`config.mk`:
```
export PLATFORM = sky130hd
export DESIGN_NAME = rs_sym_fixer
export DESIGN_NICKNAME = d
export VERILOG_FILES = /design/src/rtl/rs_fix_pkg.sv /design/src/rtl/rs_fix_locate.sv /design/src/rtl/rs_fix_merge.sv /design/src/rtl/rs_sym_fixer.sv
export SDC_FILE = /design/constraint.sdc
export NUM_CORES = 1
export LEC_CHECK = 0
export ABC_AREA = 1
export BUFFER_PORTS_ARGS = -buffer_cell sky130_fd_sc_hd__buf_2
export CAP_MARGIN = 40
export CORE_MARGIN = 2
export CORE_UTILIZATION = 48
export DETAILED_ROUTE_END_ITERATION = 7
export MAX_ROUTING_LAYER = met4
export PLACE_DENSITY = 0.92
export SLEW_MARGIN = 0
export SYNTH_ARGS = -nofsm -noshare
export SYNTH_HDL_FRONTEND = slang
export SYNTH_SLANG_ARGS = --single-unit
export TNS_END_PERCENT = 20
```
`constraint.sdc`:
```
create_clock -name clk -period 4.7 [get_ports clk]
set_input_delay 0.235 -clock clk [delete_from_list [all_inputs] [get_ports clk]]
set_output_delay 0.235 -clock clk [all_outputs]
set_load 0.01 [all_outputs]
```
`src/rtl/rs_fix_pkg.sv`:
```
package rs_fix_pkg;
    typedef enum logic [2:0] {
        ST_IDLE,
        ST_SCAN,
        ST_SCAN_LAST,
        ST_FIX_RD,
        ST_FIX_WR
    } fix_state_e;

    localparam int WORD_W  = 32;
    localparam int FIELD_W = 9;
endpackage

```
`src/rtl/rs_fix_locate.sv`:
```
module rs_fix_locate #(
    parameter int NUM_SYM = 512,
    parameter int ADDR_W  = 10
) (
    input  logic [31:0]       err_word,
    output logic              valid,
    output logic [ADDR_W-1:0] addr,
    output logic [2:0]        off,
    output logic [8:0]        mask
);
    logic [8:0] field;
    logic [8:0] idx;

    always_comb begin
        field = err_word[24:16];
        mask  = err_word[8:0];
        idx   = field - 9'd1;
        valid = (field != 9'd0) && (int'(idx) < NUM_SYM);
        off   = idx[2:0];
        addr  = ADDR_W'(idx) + ADDR_W'(idx >> 3);
    end
endmodule

```
`src/rtl/rs_fix_merge.sv`:
```
module rs_fix_merge (
    input  logic [7:0] lo_in,
    input  logic [7:0] hi_in,
    input  logic [8:0] mask,
    input  logic [2:0] off,
    output logic [7:0] lo_out,
    output logic [7:0] hi_out
);
    logic [15:0] pair;
    logic [15:0] flip;

    always_comb begin
        flip   = {7'd0, mask} << off;
        pair   = {hi_in, lo_in} ^ flip;
        lo_out = pair[7:0];
        hi_out = pair[15:8];
    end
endmodule

```
`src/rtl/rs_sym_fixer.sv`:
```
module rs_sym_fixer
    import rs_fix_pkg::*;
#(
    parameter int SECTOR_BYTES = 512,
    parameter int PAR_BYTES    = 9,
    parameter int MAX_ERR      = 4
) (
    input  logic                          clk,
    input  logic                          rst_n,
    input  logic                          start,
    input  logic [31:0]                   status_in,
    input  logic [MAX_ERR*WORD_W-1:0]     err_words_in,
    input  logic [PAR_BYTES*8-1:0]        parity_in,
    output logic [$clog2(SECTOR_BYTES+SECTOR_BYTES/8)-1:0] ram_addr_a,
    output logic [$clog2(SECTOR_BYTES+SECTOR_BYTES/8)-1:0] ram_addr_b,
    output logic                          ram_we,
    output logic [7:0]                    ram_wdata_a,
    output logic [7:0]                    ram_wdata_b,
    input  logic [7:0]                    ram_rdata_a,
    input  logic [7:0]                    ram_rdata_b,
    output logic                          busy,
    output logic                          done,
    output logic                          fail,
    output logic [$clog2(MAX_ERR+1)-1:0]  fixed_cnt
);
    localparam int ADDR_W  = $clog2(SECTOR_BYTES + SECTOR_BYTES / 8);
    localparam int CNT_W   = $clog2(MAX_ERR + 1);
    localparam int K_W     = (MAX_ERR > 1) ? $clog2(MAX_ERR) : 1;
    localparam int SCAN_W  = $clog2(SECTOR_BYTES / 2);
    localparam int WORDS_W = MAX_ERR * WORD_W;
    localparam logic [SCAN_W-1:0] SCAN_LAST = SCAN_W'(SECTOR_BYTES / 2 - 1);

    typedef struct packed {
        fix_state_e         state;
        logic [SCAN_W-1:0]  scan;
        logic [K_W-1:0]     k;
        logic [CNT_W-1:0]   n;
        logic [CNT_W-1:0]   fixed;
        logic               ff_all;
        logic [31:0]        status;
        logic [WORDS_W-1:0] words;
        logic               done;
        logic               fail;
    } regs_t;

    regs_t r_q, r_d;

    // Current error word and its decoded location
    logic [31:0]       cur_word;
    logic              loc_valid;
    logic [ADDR_W-1:0] loc_addr;
    logic [2:0]        loc_off;
    logic [8:0]        loc_mask;
    logic [7:0]        new_lo, new_hi;

    assign cur_word = r_q.words[r_q.k*WORD_W +: WORD_W];

    rs_fix_locate #(.NUM_SYM(SECTOR_BYTES), .ADDR_W(ADDR_W)) u_locate (
        .err_word (cur_word),
        .valid    (loc_valid),
        .addr     (loc_addr),
        .off      (loc_off),
        .mask     (loc_mask)
    );

    rs_fix_merge u_merge (
        .lo_in  (ram_rdata_a),
        .hi_in  (ram_rdata_b),
        .mask   (loc_mask),
        .off    (loc_off),
        .lo_out (new_lo),
        .hi_out (new_hi)
    );

    // Decision inputs: live status when idle, captured status otherwise
    logic [31:0]      dec_status;
    logic             dec_uncor, dec_trivial;
    logic [CNT_W-1:0] dec_n;
    logic             pair_ff, last_k, decide_now;

    always_comb begin
        dec_status  = (r_q.state == ST_IDLE) ? status_in : r_q.status;
        dec_uncor   = dec_status[1];
        dec_trivial = !dec_status[0] || (dec_status[31:29] == 3'd0);
        if (int'(dec_status[31:29]) > MAX_ERR) dec_n = CNT_W'(MAX_ERR);
        else                                    dec_n = CNT_W'(dec_status[31:29]);
        pair_ff = (&ram_rdata_a) && (&ram_rdata_b);
        last_k  = (CNT_W'(r_q.k) + CNT_W'(1)) == r_q.n;
    end

    always_comb begin
        r_d        = r_q;
        r_d.done   = 1'b0;
        decide_now = 1'b0;
        unique case (r_q.state)
            ST_IDLE: begin
                if (start) begin
                    r_d.status = status_in;
                    r_d.words  = err_words_in;
                    r_d.fixed  = '0;
                    r_d.fail   = 1'b0;
                    if (&parity_in) begin
                        r_d.state  = ST_SCAN;
                        r_d.scan   = '0;
                        r_d.ff_all = 1'b1;
                    end else begin
                        decide_now = 1'b1;
                    end
                end
            end
            ST_SCAN: begin
                if (r_q.scan != '0) r_d.ff_all = r_q.ff_all & pair_ff;
                if (r_q.scan == SCAN_LAST) r_d.state = ST_SCAN_LAST;
                else                       r_d.scan  = r_q.scan + 1'b1;
            end
            ST_SCAN_LAST: begin
                if (r_q.ff_all && pair_ff) begin
                    r_d.state = ST_IDLE;
                    r_d.done  = 1'b1;
                end else begin
                    decide_now = 1'b1;
                end
            end
            ST_FIX_RD: begin
                if (loc_valid) begin
                    r_d.state = ST_FIX_WR;
                end else if (last_k) begin
                    r_d.state = ST_IDLE;
                    r_d.done  = 1'b1;
                end else begin
                    r_d.k = r_q.k + 1'b1;
                end
            end
            ST_FIX_WR: begin
                r_d.fixed = r_q.fixed + 1'b1;
                if (last_k) begin
                    r_d.state = ST_IDLE;
                    r_d.done  = 1'b1;
                end else begin
                    r_d.state = ST_FIX_RD;
                    r_d.k     = r_q.k + 1'b1;
                end
            end
            default: r_d.state = ST_IDLE;
        endcase

        if (decide_now) begin
            if (dec_uncor) begin
                r_d.state = ST_IDLE;
                r_d.done  = 1'b1;
                r_d.fail  = 1'b1;
            end else if (dec_trivial) begin
                r_d.state = ST_IDLE;
                r_d.done  = 1'b1;
            end else begin
                r_d.state = ST_FIX_RD;
                r_d.k     = '0;
                r_d.n     = dec_n;
            end
        end
    end

    always_ff @(posedge clk or negedge rst_n) begin
        if (!rst_n) begin
            r_q <= '{state: ST_IDLE, default: '0};
        end else begin
            r_q <= r_d;
        end
    end

    always_comb begin
        if (r_q.state == ST_SCAN) begin
            ram_addr_a = ADDR_W'({r_q.scan, 1'b0});
            ram_addr_b = ADDR_W'({r_q.scan, 1'b1});
        end else begin
            ram_addr_a = loc_addr;
            ram_addr_b = loc_addr + 1'b1;
        end
        ram_we      = (r_q.state == ST_FIX_WR);
        ram_wdata_a = new_lo;
        ram_wdata_b = new_hi;
    end

    assign busy      = (r_q.state != ST_IDLE);
    assign done      = r_q.done;
    assign fail      = r_q.fail;
    assign fixed_cnt = r_q.fixed;

    // completion is a single-cycle pulse
    assert_done_pulse_R10: assert property (@(posedge clk) disable iff (!rst_n)
        done |=> !done);

    // an uncorrectable capture never reaches the RAM write port
    assert_no_write_uncor_R3: assert property (@(posedge clk) disable iff (!rst_n)
        (busy && r_q.status[1] && r_q.state != ST_SCAN && r_q.state != ST_SCAN_LAST) |-> !ram_we);

    // a failure result requires the uncorrectable flag in the capture
    assert_fail_source_R3: assert property (@(posedge clk) disable iff (!rst_n)
        (done && fail) |-> r_q.status[1]);

    // captured inputs stay put while an operation runs
    assert_hold_busy_R2: assert property (@(posedge clk) disable iff (!rst_n)
        busy |=> ($stable(r_q.words) && $stable(r_q.status)));

    // never more corrections than words processed
    assert_fixed_bound_R7: assert property (@(posedge clk) disable iff (!rst_n)
        done |-> (fixed_cnt <= r_q.n || fixed_cnt == '0));

    // a write always follows a read of the same pair
    assert_write_after_read_R6: assert property (@(posedge clk) disable iff (!rst_n)
        ram_we |-> ($past(r_q.state) == ST_FIX_RD && $stable(ram_addr_a)));
endmodule

```
==> summary by stage <==
Yosys
The share of synthesized cell area in and, or, nand and nor gates is 39.09%. Yosys mapped a number of flops with a built-in enable equal to 0. Yosys printed 0 warnings. The fraction of post-synthesis cell area in the top cell type by area is between 30% and 40%. The adder and majority gate portion of the synthesized area is 2.791%. The mean instance size in the synthesized netlist is a little under 7 sq um.

The complex-gate fraction of the synthesized area is 9.291%. The synthesized netlist net count is 1,210. The largest total area in the synthesized netlist belongs to dfrtp_1. The share of synthesized area occupied by flip-flops and latches is between 30% and 40%.

The synthesized cell area is 0.006545 sq mm. The share of the synthesized netlist area taken by xor and xnor gates is 3.479%. In the post-synthesis netlist, the biggest area contributors are dfrtp_1 38%, nand2_1 23%, o21ai_0 4.1%. The multiplexer share of the synthesized area is 0.3250%. Synthesis produced a netlist whose cell count is 945. The number of distinct library cells after synthesis is 42. The async set-reset flop share out of synthesis is between 90% and 100%. The commonest register cell after synthesis is dfrtp_1. The combinational family with the most area after synthesis is simple AND/OR/NAND/NOR gates. The number of storage elements in the synthesis netlist is 99.

Clock tree
The total CTS buffers is 9. The buffer type at the clock tree root is clkbuf_16. The source-to-sink clock delay at the later pin of the worst-skew pair is 0.36 ns. The maximum count of clock buffers along a single path is 2. In this run the number of H-tree levels came out at 3. The TritonCTS clock tree is built. The total clock sinks is 99. Clock-pin slew was measured on the worst setup and hold paths at 0.07 ns.

Critical path
The start point of the critical path is r_q[169]. Data arrives at the worst endpoint at 4.07 ns. The signal on the critical path passes through inv_4, nand2_1, nand3_2, nand2_4, ha_2, inv_1, nor2_8, nand2_1, nand2_1, fa_1, ha_1, inv_1, nor2_1, inv_1, nor2_1, nand3_1, nor2_1, nand2_1, o21ai_1, inv_1, buf_2. In this run the register-to-register setup slack is 1.82 ns.

The largest fanout on the critical path is 25. The required time of the critical path is 4.47 ns. The kind of end point of the critical path is a primary output. The number of buffer and inverter instances along the worst setup path is 6. The number of cell instances on the worst register-to-register path is 10. STA classifies the critical path startpoint as a flip-flop. The count of cell instances traversed by the critical path is 21. The worst setup path endpoint is ram_addr_b[6].

The start of the worst register-to-register path is r_q[180]. The dominant delay contributor by cell family on the critical path is simple AND/OR/NAND/NOR gates. The critical setup path kind is flip-flop to primary output. The highest-delay cell along the critical path is fa_1.

In this run the critical register-to-register path is captured at r_q[73]. The largest single stage delay on the critical path is 0.65 ns.

Floorplanning
The row count is 42. The width of the chip is 120.8 um. The area of the core is 0.01330 sq mm.

The vertical extent of the die is 120.8 um. Pin placement for this block handled 294 I/O pins. The starting utilization of the core area is 49.23%. The die covers 0.01459 sq mm.

Drt
The number of nets with antenna violations after routing is 0. The first routing iteration left 422 violations. The count of unresolved DRC violations after routing is 0. The routed layout has 6,798 vias. In the final routed layout, each cell accounts on average for 13.74 um.

The final wirelength is 18.14 mm. After detailed routing, the number of vias per cell comes to between 5 and 6. The first-pass iteration count of the detailed router is 5.

Finish
Summing all multi-input logic gate instances after layout gives ~0.0036 sq mm. In the final layout, the share of cells above drive strength 1 is 25.22%. The net total in the final layout is 1,402. The combined flip-flop and latch cell area is between 0.002 and 0.0025 sq mm. After filler insertion, the fill cell instance count of the layout stands at about 1,200. Relative to the synthesized area, the layout overhead comes to 22.60%.

Placement
The weighted congestion at the end of routability-driven global placement is approximately 0.91. Once detailed placement completed, the half-perimeter wirelength came to 14.02 mm. In this run the tool buffered the top-level ports with 210 buffer cells.

STA
The final period demand of the worst path is 4.302 ns. In the final timing run, aggregate negative setup slack is 0 ns. After layout, the worst path uses 91.53% of the clock period. Setup repair after global routing left no endpoint under its margin. The final number of max-transition violations is 0. The count of endpoints failing setup in the final report is 0. In this run the tightest slew margin relative to its limit is 47.31%. The maximum frequency from static timing analysis is 232.4 MHz. At the pin with the least slew margin, the transition time is 0.7821 ns.

Across the routed clock network, the largest skew measured is 0.009050 ns. The count of final hold-check violations was 0.

Global route
The largest net degree at the start of global routing is 81. The number of antenna violations at the first check in global routing came to 2. Summed over all layers, the global routing overflow is 0.

The first-pass GRT wire length is between 20 and 30 mm. Global routing used 25.86% of the available tracks. The number of global-route vias before repair is 6,309.

Outcome
The flow ran to the end, and the final reports show no timing, DRC or antenna violations.

Min path
The path category of the worst min-delay check is input pin to flip-flop.

Flow run
The tool flagged a number of max-cap violations equal to 0.
-- worst register-to-register path, delay by kind of cell (launching register included) --
kind / cells / cell delay, ns
AND/OR/NAND/NOR: 5 / 1.15
flip-flops: 1 / 0.40
buffers and inverters: 5 / 1.22
-- metrics by stage --
stage | setup slack, ns | util, % | hold WS [ns] | std cells | instance area (sq um)
after floorplan | 0.9553 | - | -0.06059 | 945 | 6545
after global placement | 0.5281 | 57.95 | 0.2970 | 1301 | 7705
after detailed placement | 0.3586 | 57.95 | 0.2988 | 1301 | 7705
after CTS | 0.09948 | 60.20 | 0.06910 | 1318 | 8004
after global routing | 0.02552 | 60.35 | 0.08110 | 1320 | 8024
final | 0.3979 | 60.35 | 0.07349 | 1320 | 8024
-- kinds of logic after synthesis --
group,count (synthesis)
AOI/OAI and AO/OA,104
xor gates and xnor gates,26
adders and majority gates,14
buffers and inverters,113
DFF,99
muxes,2
and+or+nand+nor,587
-- area by class of cell --
class	instances	area share, %
Antenna cell	2	0.06237
Inverter	74	3.493
Timing Repair Buffer	220	14.14
Sequential cell	99	30.89
Tap cell	176	2.744
Clock buffer	10	2.978
Clock inverter	6	0.6237
Multi-Input combinational cell	733	45.06
-- placed cells by master (no fill, tap or decap), drive strengths merged, types with 2 or more instances in the layout --
master	synthesis	final
diode	0	2
clkinv	0	3
clkinvlp	0	2
dfrtp	99	99
a21oi	18	18
buf	14	219
o2111ai	2	2
a32o	7	7
nand4	29	29
o22ai	4	4
xnor2	11	11
o31ai	2	2
ha	13	13
nor3	5	5
o21ai	58	58
clkbuf	25	10
inv	74	75
nor2	51	51
xor2	15	15
nand2	432	432
nor4	8	8
o21a	5	5
nand3	61	61
a31oi	3	3
-- layer usage --
layer / track usage [%] / vias to the layer above / wire (um)
met5: - / - / 0
met4: 8.576 / 0 / 428
met3: 3.632 / 25 / 932
met2: 46.12 / 216 / 9250
met1: 29.96 / 3135 / 7530
li1: - / 3422 / -
-- Yosys cell counts, types with 3 or more instances --
cell,count
nor4_1,8
nand3_2,10
o21ai_1,4
nand2_4,5
nor2_1,46
nand4_1,29
nand2_2,20
nand3_1,51
xor2_1,15
xnor2_1,11
a31oi_1,3
a32o_1,7
o22ai_1,4
nor2_2,3
inv_2,5
clkbuf_1,25
buf_1,3
o21a_1,5
buf_6,3
inv_1,68
buf_2,4
buf_4,4
a21oi_1,18
ha_1,13
o21ai_0,53
nand2_1,407
nor3_1,5
dfrtp_1,99
-- repair_timing --
action,in CTS,in global routing
hold buffers,1,0
setup endpoints to repair,1,4
hold endpoints to repair,49,0
resized for setup,1,4
buffers inserted,0,0
-- how the worst min path moves through the flow --
stage / cells past startpoint / endpoint / slack, ns / start
CTS: 3 / r_q[119] / 0.07 / err_words_in[117]
floorplan: 0 / done / -0.06 / rst_n
global route: 3 / r_q[3] / 0.08 / err_words_in[1]
finish: 3 / r_q[119] / 0.07 / err_words_in[117]
detailed placement: 1 / r_q[100] / 0.30 / rst_n
global placement: 1 / r_q[100] / 0.30 / rst_n
-- sequential cells by signal, indices dropped and copies added, names as in the netlist --
register	cells
r_q	94
fixed_cnt	3
done	1
fail	1
Power is not shown: default switching activity piles up to over one toggle a cycle in this logic, so the estimate is an artifact.
